<file path="config.mk">
export PLATFORM = sky130hd
export DESIGN_NAME = banked_regfile
export DESIGN_NICKNAME = d
export VERILOG_FILES = /design/src/rtl/regfile_pkg.sv /design/src/rtl/bank_map.sv /design/src/rtl/regfile_ctrl.sv /design/src/rtl/regfile_dp.sv /design/src/rtl/banked_regfile.sv
export SDC_FILE = /design/constraint.sdc
export NUM_CORES = 2
export LEC_CHECK = 0
export BUFFER_PORTS_ARGS = -buffer_cell sky130_fd_sc_hd__buf_2
export CORE_MARGIN = 2
export CORE_UTILIZATION = 40
export DETAILED_ROUTE_END_ITERATION = 10
export PLACE_DENSITY_LB_ADDON = 0.12
export SLEW_MARGIN = 20
export SYNTH_ARGS = -nofsm -noshare
export SYNTH_HDL_FRONTEND = slang
export SYNTH_SLANG_ARGS = --single-unit
export TNS_END_PERCENT = 1
</file>
<file path="constraint.sdc">
create_clock -name clk -period 7.85 [get_ports clk]
set_clock_uncertainty 0.05 [all_clocks]
set_input_delay 0 -clock clk [delete_from_list [all_inputs] [get_ports clk]]
set_output_delay 0 -clock clk [all_outputs]
set_load 0.01 [all_outputs]
</file>
<file path="src/rtl/regfile_pkg.sv">
package regfile_pkg;
  localparam int IDX_W   = 4;
  localparam int MODE_W  = 4;
  localparam int NUM_PHYS = 31;
  localparam int PHYS_W  = $clog2(NUM_PHYS);
  localparam logic [IDX_W-1:0] PC_IDX = 4'd15;

  typedef enum logic [MODE_W-1:0] {
    MODE_USER   = 4'd0,
    MODE_FAST   = 4'd1,
    MODE_IRQ    = 4'd2,
    MODE_SVC    = 4'd3,
    MODE_ABORT  = 4'd4,
    MODE_UNDEF  = 4'd5,
    MODE_HYP    = 4'd6,
    MODE_SYSTEM = 4'd7
  } modeT;

  // Physical layout: 0-7 common, 8-12 user high, 13-17 fast high,
  // 18-24 stack copies, 25-30 link copies.
  localparam int HIGH_USR_BASE = 8;
  localparam int HIGH_FAST_BASE = 13;
  localparam int SP_BASE = 18;
  localparam int LR_BASE = 25;

  typedef struct packed {
    logic              wrReg;
    logic [PHYS_W-1:0] wrPhys;
    logic              takeBranch;
  } ctrlStrobesT;
endpackage

</file>
<file path="src/rtl/bank_map.sv">
module bank_map
  import regfile_pkg::*;
(
  input  logic [MODE_W-1:0] mode,
  input  logic [IDX_W-1:0]  idx,
  output logic [PHYS_W-1:0] phys
);
  always_comb begin
    phys = '0;
    if (idx < 4'd8) begin
      phys = PHYS_W'(idx);
    end else if (idx <= 4'd12) begin
      if (mode == MODE_FAST) phys = PHYS_W'(HIGH_FAST_BASE) + PHYS_W'(idx - 4'd8);
      else                   phys = PHYS_W'(HIGH_USR_BASE) + PHYS_W'(idx - 4'd8);
    end else if (idx == 4'd13) begin
      case (mode)
        MODE_FAST:  phys = PHYS_W'(SP_BASE + 1);
        MODE_IRQ:   phys = PHYS_W'(SP_BASE + 2);
        MODE_SVC:   phys = PHYS_W'(SP_BASE + 3);
        MODE_ABORT: phys = PHYS_W'(SP_BASE + 4);
        MODE_UNDEF: phys = PHYS_W'(SP_BASE + 5);
        MODE_HYP:   phys = PHYS_W'(SP_BASE + 6);
        default:    phys = PHYS_W'(SP_BASE);
      endcase
    end else if (idx == 4'd14) begin
      case (mode)
        MODE_FAST:  phys = PHYS_W'(LR_BASE + 1);
        MODE_IRQ:   phys = PHYS_W'(LR_BASE + 2);
        MODE_SVC:   phys = PHYS_W'(LR_BASE + 3);
        MODE_ABORT: phys = PHYS_W'(LR_BASE + 4);
        MODE_UNDEF: phys = PHYS_W'(LR_BASE + 5);
        default:    phys = PHYS_W'(LR_BASE);
      endcase
    end
  end
endmodule

</file>
<file path="src/rtl/regfile_ctrl.sv">
module regfile_ctrl
  import regfile_pkg::*;
(
  input  logic [MODE_W-1:0] mode,
  input  logic              wrEn,
  input  logic [IDX_W-1:0]  wrIdx,
  input  logic [PHYS_W-1:0] wrPhys,
  output ctrlStrobesT       strobes,
  output logic              modeErr
);
  logic modeOk;

  always_comb begin
    modeOk             = (mode <= MODE_W'(MODE_SYSTEM));
    modeErr            = !modeOk;
    strobes.wrReg      = wrEn && modeOk && (wrIdx != PC_IDX);
    strobes.takeBranch = wrEn && modeOk && (wrIdx == PC_IDX);
    strobes.wrPhys     = wrPhys;
  end
endmodule

</file>
<file path="src/rtl/regfile_dp.sv">
module regfile_dp
  import regfile_pkg::*;
#(
  parameter int DATA_W = 32,
  parameter int NUM_RD = 2
) (
  input  logic                           clk,
  input  logic                           rst,
  input  ctrlStrobesT                    strobes,
  input  logic [DATA_W-1:0]              wrData,
  input  logic [DATA_W-1:0]              pcIn,
  input  logic [NUM_RD-1:0][PHYS_W-1:0]  rdPhys,
  input  logic [NUM_RD-1:0][IDX_W-1:0]   rdIdx,
  input  logic [NUM_RD-1:0]              rdAlign,
  output logic [NUM_RD-1:0][DATA_W-1:0]  rdData,
  output logic                           brValid,
  output logic [DATA_W-1:0]              brTarget,
  output logic                           isaState
);
  logic [DATA_W-1:0] regs [NUM_PHYS];

  always_ff @(posedge clk) begin
    if (rst) begin
      for (int i = 0; i < NUM_PHYS; i++) regs[i] <= '0;
    end else if (strobes.wrReg) begin
      regs[strobes.wrPhys] <= wrData;
    end
  end

  always_ff @(posedge clk) begin
    if (rst) begin
      brValid  <= 1'b0;
      brTarget <= '0;
      isaState <= 1'b0;
    end else begin
      brValid <= strobes.takeBranch;
      if (strobes.takeBranch) begin
        isaState <= wrData[0];
        if (wrData[0]) brTarget <= {wrData[DATA_W-1:1], 1'b0};
        else           brTarget <= {wrData[DATA_W-1:2], 2'b00};
      end
    end
  end

  for (genvar p = 0; p < NUM_RD; p++) begin : g_rd
    always_comb begin
      if (rdIdx[p] == PC_IDX) begin
        if (rdAlign[p]) rdData[p] = {pcIn[DATA_W-1:2], 2'b00};
        else            rdData[p] = pcIn;
      end else begin
        rdData[p] = regs[rdPhys[p]];
      end
    end

    assert_aligned_pc_R5: assert property (@(posedge clk) disable iff (rst)
      (rdIdx[p] == PC_IDX && rdAlign[p]) |-> (rdData[p][1:0] == 2'b00 &&
        rdData[p][DATA_W-1:2] == pcIn[DATA_W-1:2]));
  end

  assert_target_mask_R7: assert property (@(posedge clk) disable iff (rst)
    brValid |-> (isaState ? (brTarget[0] == 1'b0) : (brTarget[1:0] == 2'b00)));
endmodule

</file>
<file path="src/rtl/banked_regfile.sv">
module banked_regfile
  import regfile_pkg::*;
#(
  parameter int DATA_W = 32
) (
  input  logic              clk,
  input  logic              rst,
  input  logic [3:0]        mode,
  input  logic [DATA_W-1:0] pcIn,
  input  logic [3:0]        rdIdxA,
  input  logic              rdAlignA,
  output logic [DATA_W-1:0] rdDataA,
  input  logic [3:0]        rdIdxB,
  input  logic              rdAlignB,
  output logic [DATA_W-1:0] rdDataB,
  input  logic              wrEn,
  input  logic [3:0]        wrIdx,
  input  logic [DATA_W-1:0] wrData,
  output logic              modeErr,
  output logic              brValid,
  output logic [DATA_W-1:0] brTarget,
  output logic              isaState
);
  localparam int NUM_RD = 2;
  localparam int NUM_MAP = NUM_RD + 1;

  logic [NUM_MAP-1:0][IDX_W-1:0]  mapIdx;
  logic [NUM_MAP-1:0][PHYS_W-1:0] mapPhys;
  logic [NUM_RD-1:0][DATA_W-1:0]  rdData;
  ctrlStrobesT strobes;

  assign mapIdx = {wrIdx, rdIdxB, rdIdxA};

  for (genvar p = 0; p < NUM_MAP; p++) begin : g_map
    bank_map uMap (.mode(mode), .idx(mapIdx[p]), .phys(mapPhys[p]));
  end

  regfile_ctrl uCtrl (
    .mode(mode), .wrEn(wrEn), .wrIdx(wrIdx), .wrPhys(mapPhys[NUM_RD]),
    .strobes(strobes), .modeErr(modeErr)
  );

  regfile_dp #(.DATA_W(DATA_W), .NUM_RD(NUM_RD)) uDp (
    .clk(clk), .rst(rst), .strobes(strobes), .wrData(wrData), .pcIn(pcIn),
    .rdPhys(mapPhys[NUM_RD-1:0]), .rdIdx({rdIdxB, rdIdxA}),
    .rdAlign({rdAlignB, rdAlignA}), .rdData(rdData),
    .brValid(brValid), .brTarget(brTarget), .isaState(isaState)
  );

  assign rdDataA = rdData[0];
  assign rdDataB = rdData[1];

  assert_err_no_branch_R8: assert property (@(posedge clk) disable iff (rst)
    (modeErr && wrEn) |=> !brValid);

  assert_branch_cause_R7: assert property (@(posedge clk) disable iff (rst)
    brValid |-> $past(wrEn && wrIdx == 4'd15 && mode <= 4'd7));

  assert_err_range_R8: assert property (@(posedge clk) disable iff (rst)
    modeErr == mode[3]);
endmodule

</file>
# After elaboration in Yosys (flattened, before gate mapping)

Memory sizes are Yosys's and may differ from the RTL's.
Cells that the tools add are included.

Register bits: 34
RAM bits: 992
Input port bits: 85
Output and inout port bits: 99
Logic and storage cells: 71
Memories kept: 1

Memory list:

| name     | depth | width | rd ports | clocked after Yosys merged registers in | wr ports | line             | text |
|---|---|---|---|---|---|---|---|
| uDp.regs | 31    | 32    | 2        | 0                                       | 31       | regfile_dp.sv:20 | `logic [DATA_W-1:0] regs [NUM_PHYS];` |

Add/sub/neg operators: 9
$lt $le $gt $ge: 7
Equal/unequal tests: 16
Mux-type cells: 30
Reduce and logical (&&, ||, !) cells: 5

Operators by type and width:

| cell                                                                             | number |
|---|---|
| 32-bit two-way mux                                                               | 3 |
| 5-bit two-way mux                                                                | 16 |
| 4-bit == test, second input constant                                             | 9 |
| 32-bit OR reduction                                                              | 1 |
| 4-bit by 5-bit adder with 5-bit output, first input constant                     | 6 |
| 4-bit case mux with 6 select lines                                               | 1 |
| 3-bit case mux with 5 select lines                                               | 1 |
| 4-bit by 4-bit subtractor with 5-bit output, second input constant               | 3 |
| 4-bit by 3-bit == test with 1-bit output, second input constant                  | 3 |
| 4-bit less-or-equal comparator, second input constant                            | 3 |
| 4-bit < comparator, second input constant                                        | 3 |
| 4-bit by 2-bit == test with 1-bit output, second input constant                  | 2 |
| 1-bit two-way mux                                                                | 6 |
| 2-bit two-way mux                                                                | 3 |
| 4-bit by 1-bit == test with 1-bit output, second input constant                  | 1 |
| 4-bit by 3-bit less-or-equal comparator with 1-bit output, second input constant | 1 |
| 4-bit != test, second input constant                                             | 1 |
| 1-bit logical AND                                                                | 3 |
| 1-bit zero test                                                                  | 1 |

# Longest topological paths before layout

Word-level depth: 8
Gate-level depth with buffers: 15
Depth with buffers taken out: 10

# By module

From an unflattened synthesis, not the netlist that was laid out.

Cells, all modules: 4672
Area, all modules: 59251.8 µm²

Modules (own cells, without submodules):

| module                       | times used | cells each | area an instance (µm²) | sequential area each (µm²) |
|---|---|---|---|---|
| regfile_dp                   | 1          | 4509       | 58108.2                | 31410.1 |
| bank_map (g_map[0].uMap ...) | 2          | 51         | 365.4                  | 0.0 |
| bank_map (g_map[2].uMap)     | 1          | 51         | 334.1                  | 0.0 |
| regfile_ctrl                 | 1          | 10         | 78.8                   | 0.0 |

# Least setup slack after synthesis

OpenSTA, ideal clock, no wires.

Path type: input to register
Start point: input port mode[2]
End point: memory uDp.regs[11][0] (enable)
Library setup time: 375 ps
Arrival time: 2610 ps
Data required time: 7425 ps
Slack: 4815 ps
Stages: 10
Buffers on the path: 3
Cell sequence: buf_6 -> or4b_1 -> buf_2 -> buf_6 -> o21ai_2 -> o211ai_1 -> a32oi_2 -> or4b_4 -> nor2_4 -> or2_2

RTL lines:

| item               | line                | text |
|---|---|---|
| start: declaration | banked_regfile.sv:8 | `input logic [3:0] mode,` |
| end: declaration   | regfile_dp.sv:20    |  |

# Final worst setup path

Start point: input port mode[3]
End point: output port rdDataA[22]

Word-level cells in the longest chain between the ends: 8
Elaborated cells on any way between the ends: 15
Those cells by class: 6 x eq/ne; 8 x mux; 1 x memory

Ends and longest elaborated chain:

| item                                                             | line                           | text |
|---|---|---|
| 4-bit by 3-bit == test with 1-bit output (tied with other cells) | bank_map.sv:16, bank_map.sv:26 |  |
| 3-bit case mux with 5 select lines                               | bank_map.sv:26                 | `case (mode)` |
| 5-bit two-way mux                                                | bank_map.sv:25                 | `end else if (idx == 4'd14) begin` |
| 5-bit two-way mux                                                | bank_map.sv:15                 | `end else if (idx == 4'd13) begin` |
| 5-bit two-way mux *                                              | bank_map.sv:12                 | `end else if (idx <= 4'd12) begin` |
| 5-bit two-way mux *                                              | bank_map.sv:10                 | `if (idx < 4'd8) begin` |
| memory 31 x 32 bit *                                             | -                              |  |
| 32-bit two-way mux *                                             | regfile_dp.sv:47               | `if (rdIdx[p] == PC_IDX) begin` |
| end: declaration                                                 | banked_regfile.sv:12           | `output logic [DATA_W-1:0] rdDataA,` |

Every way passes the cells marked *; elsewhere a longest branch is shown, timed or not.

==> flow_summary.json <==
{
  "final.setup.tns_ns": 0,
  "grt_pass1_wl_um": 345000,
  "clk_root_buffer_cell": "clkbuf_16",
  "drt_iter0_markers": 5903,
  "dp_hpwl_um": 144000,
  "core-area_sq_um": 147000,
  "critPathBufInv": 3,
  "max-slew-margin-rel_pct": 22.5,
  "die_h_um": 389,
  "synth_seq_cells": 1057,
  "wl_per_cell_um": 34.3,
  "place_ws_ns": 2.87,
  "dr.pass1.iters": 6,
  "drt_wl_total_um": 250000,
  "drt-vias-per-instance": 6.33,
  "internal_power_w": 0.0103,
  "fin_ws_ns": 2.68,
  "holdWs_ns": 0.277,
  "setup_violations": 0,
  "port_buffers": 182,
  "cts_tree": "done",
  "drc": 0,
  "post_cts_resize_count": 0,
  "endpoint_kind": "output pin",
  "mostFrequentLayoutCell": "edfxtp_1",
  "cts_max_path_buffers": 3,
  "place.gp.congestion": 0.863,
  "post-route-util_pct": 44.5,
  "io_pins": 184,
  "synth.area.top_cells": "edfxtp_1 (52%), and2_1 (11%), mux2i_1 (6.4%), nand2_1 (3.8%), a211oi_1 (3.0%)",
  "first_global_vias": 44121,
  "cts.sinks": 1057,
  "sequentialPowerShare_pct": 45.8,
  "final-seq-area_sq_um": 31400,
  "worstMarginPinSlew_ns": 1.16,
  "cts_buffers": 121,
  "cpMaxStageDelayCell": "or4b_1",
  "synthArstFlopShare_pct": 0,
  "crit_required_ns": 7.80,
  "pwr-share-clk_pct": 38.5,
  "maxCapViolations": 0,
  "power_frac_comb_pct": 15.7,
  "worst_path_most_repeated_cell": "buf_2",
  "critPathTopFamily": "simple AND/OR/NAND/NOR gates",
  "crit_chain": "buf_2 > or4b_1 > nand2_1 > a31o_4 > nand2_4 > buf_12 > a211oi_1 > a311oi_1 > nor3_1 > nand4_1 > buf_2",
  "ys_warn_count": 0,
  "cts.clk_slew.worst_paths_ns": 0.06,
  "synth-main-ff-cell": "edfxtp_1",
  "fin_crit_ns": 5.17,
  "h-tree-depth": 3,
  "p_leak_nw": 24.2,
  "die_w_um": 389,
  "hold_viol_final": 0,
  "ys_types": 79,
  "ir_drop_mv": 0.224,
  "grt_max_degree": 117,
  "drv_slew": 0,
  "status": "complete, no violations",
  "synth_enable_flop_cells": 1024,
  "start_util_pct": 40.2,
  "area_growth_pct": 10.8,
  "cp-start-kind": "input port",
  "dieArea_sq_um": 151000,
  "drive_above_1_share_pct": 13.8,
  "netlist.area_leader.share_pct": 51.9,
  "power.density_nw_per_um2": 221,
  "multi_input_area_sq_um": 25600,
  "final_cell_mix": "edfxtp_1 (1,024), and2_1 (994), nand2_1 (597)",
  "grt_antenna_before_repair": 21,
  "critical_path_arrival_ns": 5.12,
  "power_w": 0.0145,
  "yosysTopAreaCell": "edfxtp_1",
  "clk_latency_ns": 0.75,
  "switching_power_w": 0.00418,
  "post-route-period-util_pct": 65.9,
  "globalRouteOverflowTotal": 0,
  "syn_inst": 5285,
  "grtUsageTotal_pct": 32.2,
  "crit_type": "in2out",
  "fmax_mhz": 193,
  "synth_area_sq_um": 59300,
  "via_count": 46138,
  "row_count": 141,
  "ant_nets": 0,
  "fillers": 13554,
  "ys_seq_area_share_pct": 53.0,
  "nets": 5337,
  "p_sw_share_pct": 28.8,
  "grt_setup_unrepaired": "no",
  "critPathMaxStageDelay_ns": 0.85,
  "cp_max_fo": 116,
  "syn_avg_cell_area_sq_um": 11.2,
  "hp-class": "in2reg"
}
==> power groups by stage <==
stage | Clock, W | Combinational [W] | Sequential [W]
after global placement | 0 | 0.00219 | 0.00675
after detailed placement | 0 | 0.00220 | 0.00675
final | 0.00558 | 0.00227 | 0.00664
after CTS | 0.00561 | 0.00222 | 0.00663
after floorplan | 0 | 0.00131 | 0.00669
after global routing | 0.00581 | 0.00235 | 0.00667
==> synthesized netlist by cell type, types with 4 or more instances <==
cell	n
mux4_2	30
o21ai_1	5
buf_1	15
nor2_1	33
and2_1	996
mux2_2	124
a31oi_1	34
nor2_4	19
inv_1	12
ha_1	12
nand4_1	60
or2_2	33
nand3b_1	8
buf_2	96
a221oi_1	33
buf_4	42
nor3_1	38
and3_1	199
a211o_1	32
a311oi_1	134
a211oi_1	236
nand2b_1	8
o22ai_1	125
o211ai_1	4
nand4bb_1	29
nand2_1	605
o21a_1	33
dfxtp_1	33
a21o_1	34
mux2i_1	381
a32oi_1	39
nand3_1	83
edfxtp_1	1024
a21oi_1	72
a22oi_1	64
buf_6	39
clkbuf_2	7
nor2b_1	34
clkbuf_1	342
o21ai_0	79
==> cell families after synthesis <==
family                     share of synthesized area (%)
and+or+nand+nor                                     20.6
DFF                                                 53.0
AOI/OAI and AO/OA                                   11.5
buffers and inverters                               4.62
muxes                                               9.93
adders and majority gates                          0.253
other                                            0.00633
xor gates and xnor gates                          0.0148
==> routing by layer <==
| layer | up-vias | track usage, % | wire, um |
|---|---|---|---|
| li1 | 19471 | - | - |
| met1 | 23343 | 44.0 | 103000 |
| met2 | 2734 | 49.8 | 112000 |
| met3 | 586 | 6.60 | 23800 |
| met4 | 4 | 13.5 | 11100 |
| met5 | - | 0 | 36 |
==> final timing paths <==
kind / startpoint / endpoint / slack [ns] / cells past startpoint
hold / removal: wrData[8] / uDp.brTarget[8] / 0.28 / 4
setup / recovery: mode[3] / rdDataA[22] / 2.68 / 11
hold reg to reg: uDp.brTarget[15] / uDp.brTarget[15] / 0.40 / 2
setup reg to reg: uDp.brTarget[21] / uDp.brTarget[21] / 6.59 / 3
==> through the flow <==
| step | cells | area (sq um) |
|---|---|---|
| 2_1_floorplan | 5317 | 59400 |
| 3_5_place_dp | 7008 | 61400 |
| 3_3_place_gp | 7006 | 61400 |
| 5_1_grt | 7278 | 65600 |
| 6_report | 7287 | 65600 |
| 4_1_cts | 7276 | 65600 |
==> sequential cells by signal, summed over array words and instances (netlist names) <==
name / cells
uDp.brTarget: 31
uDp.brValid: 1
uDp.isaState: 1
uDp.regs: 1024
==> cell type report <==
| class | count | area share (%) |
|---|---|---|
| Multi-Input combinational cell | 3702 | 38.9 |
| Tap cell | 1930 | 3.68 |
| Antenna cell | 11 | 0.0419 |
| Sequential cell | 1057 | 47.8 |
| Timing Repair Buffer | 346 | 3.62 |
| Clock inverter | 43 | 0.547 |
| Clock buffer | 186 | 5.25 |
| Inverter | 12 | 0.0686 |
==> worst register-to-register path, cell delays in order (launching register included) <==
cell           delay [ns]
dfxtp_1              0.33
nand2_1              0.05
a21oi_1              0.18
dlygate4sd3_1        0.59
==> repair_timing <==
action,4_1_cts,5_1_grt
endpoints found under the hold margin,1057,0
setup buffers,0,0
hold buffers,39,0
No activity file was read; power rests on OpenSTA's default activity.
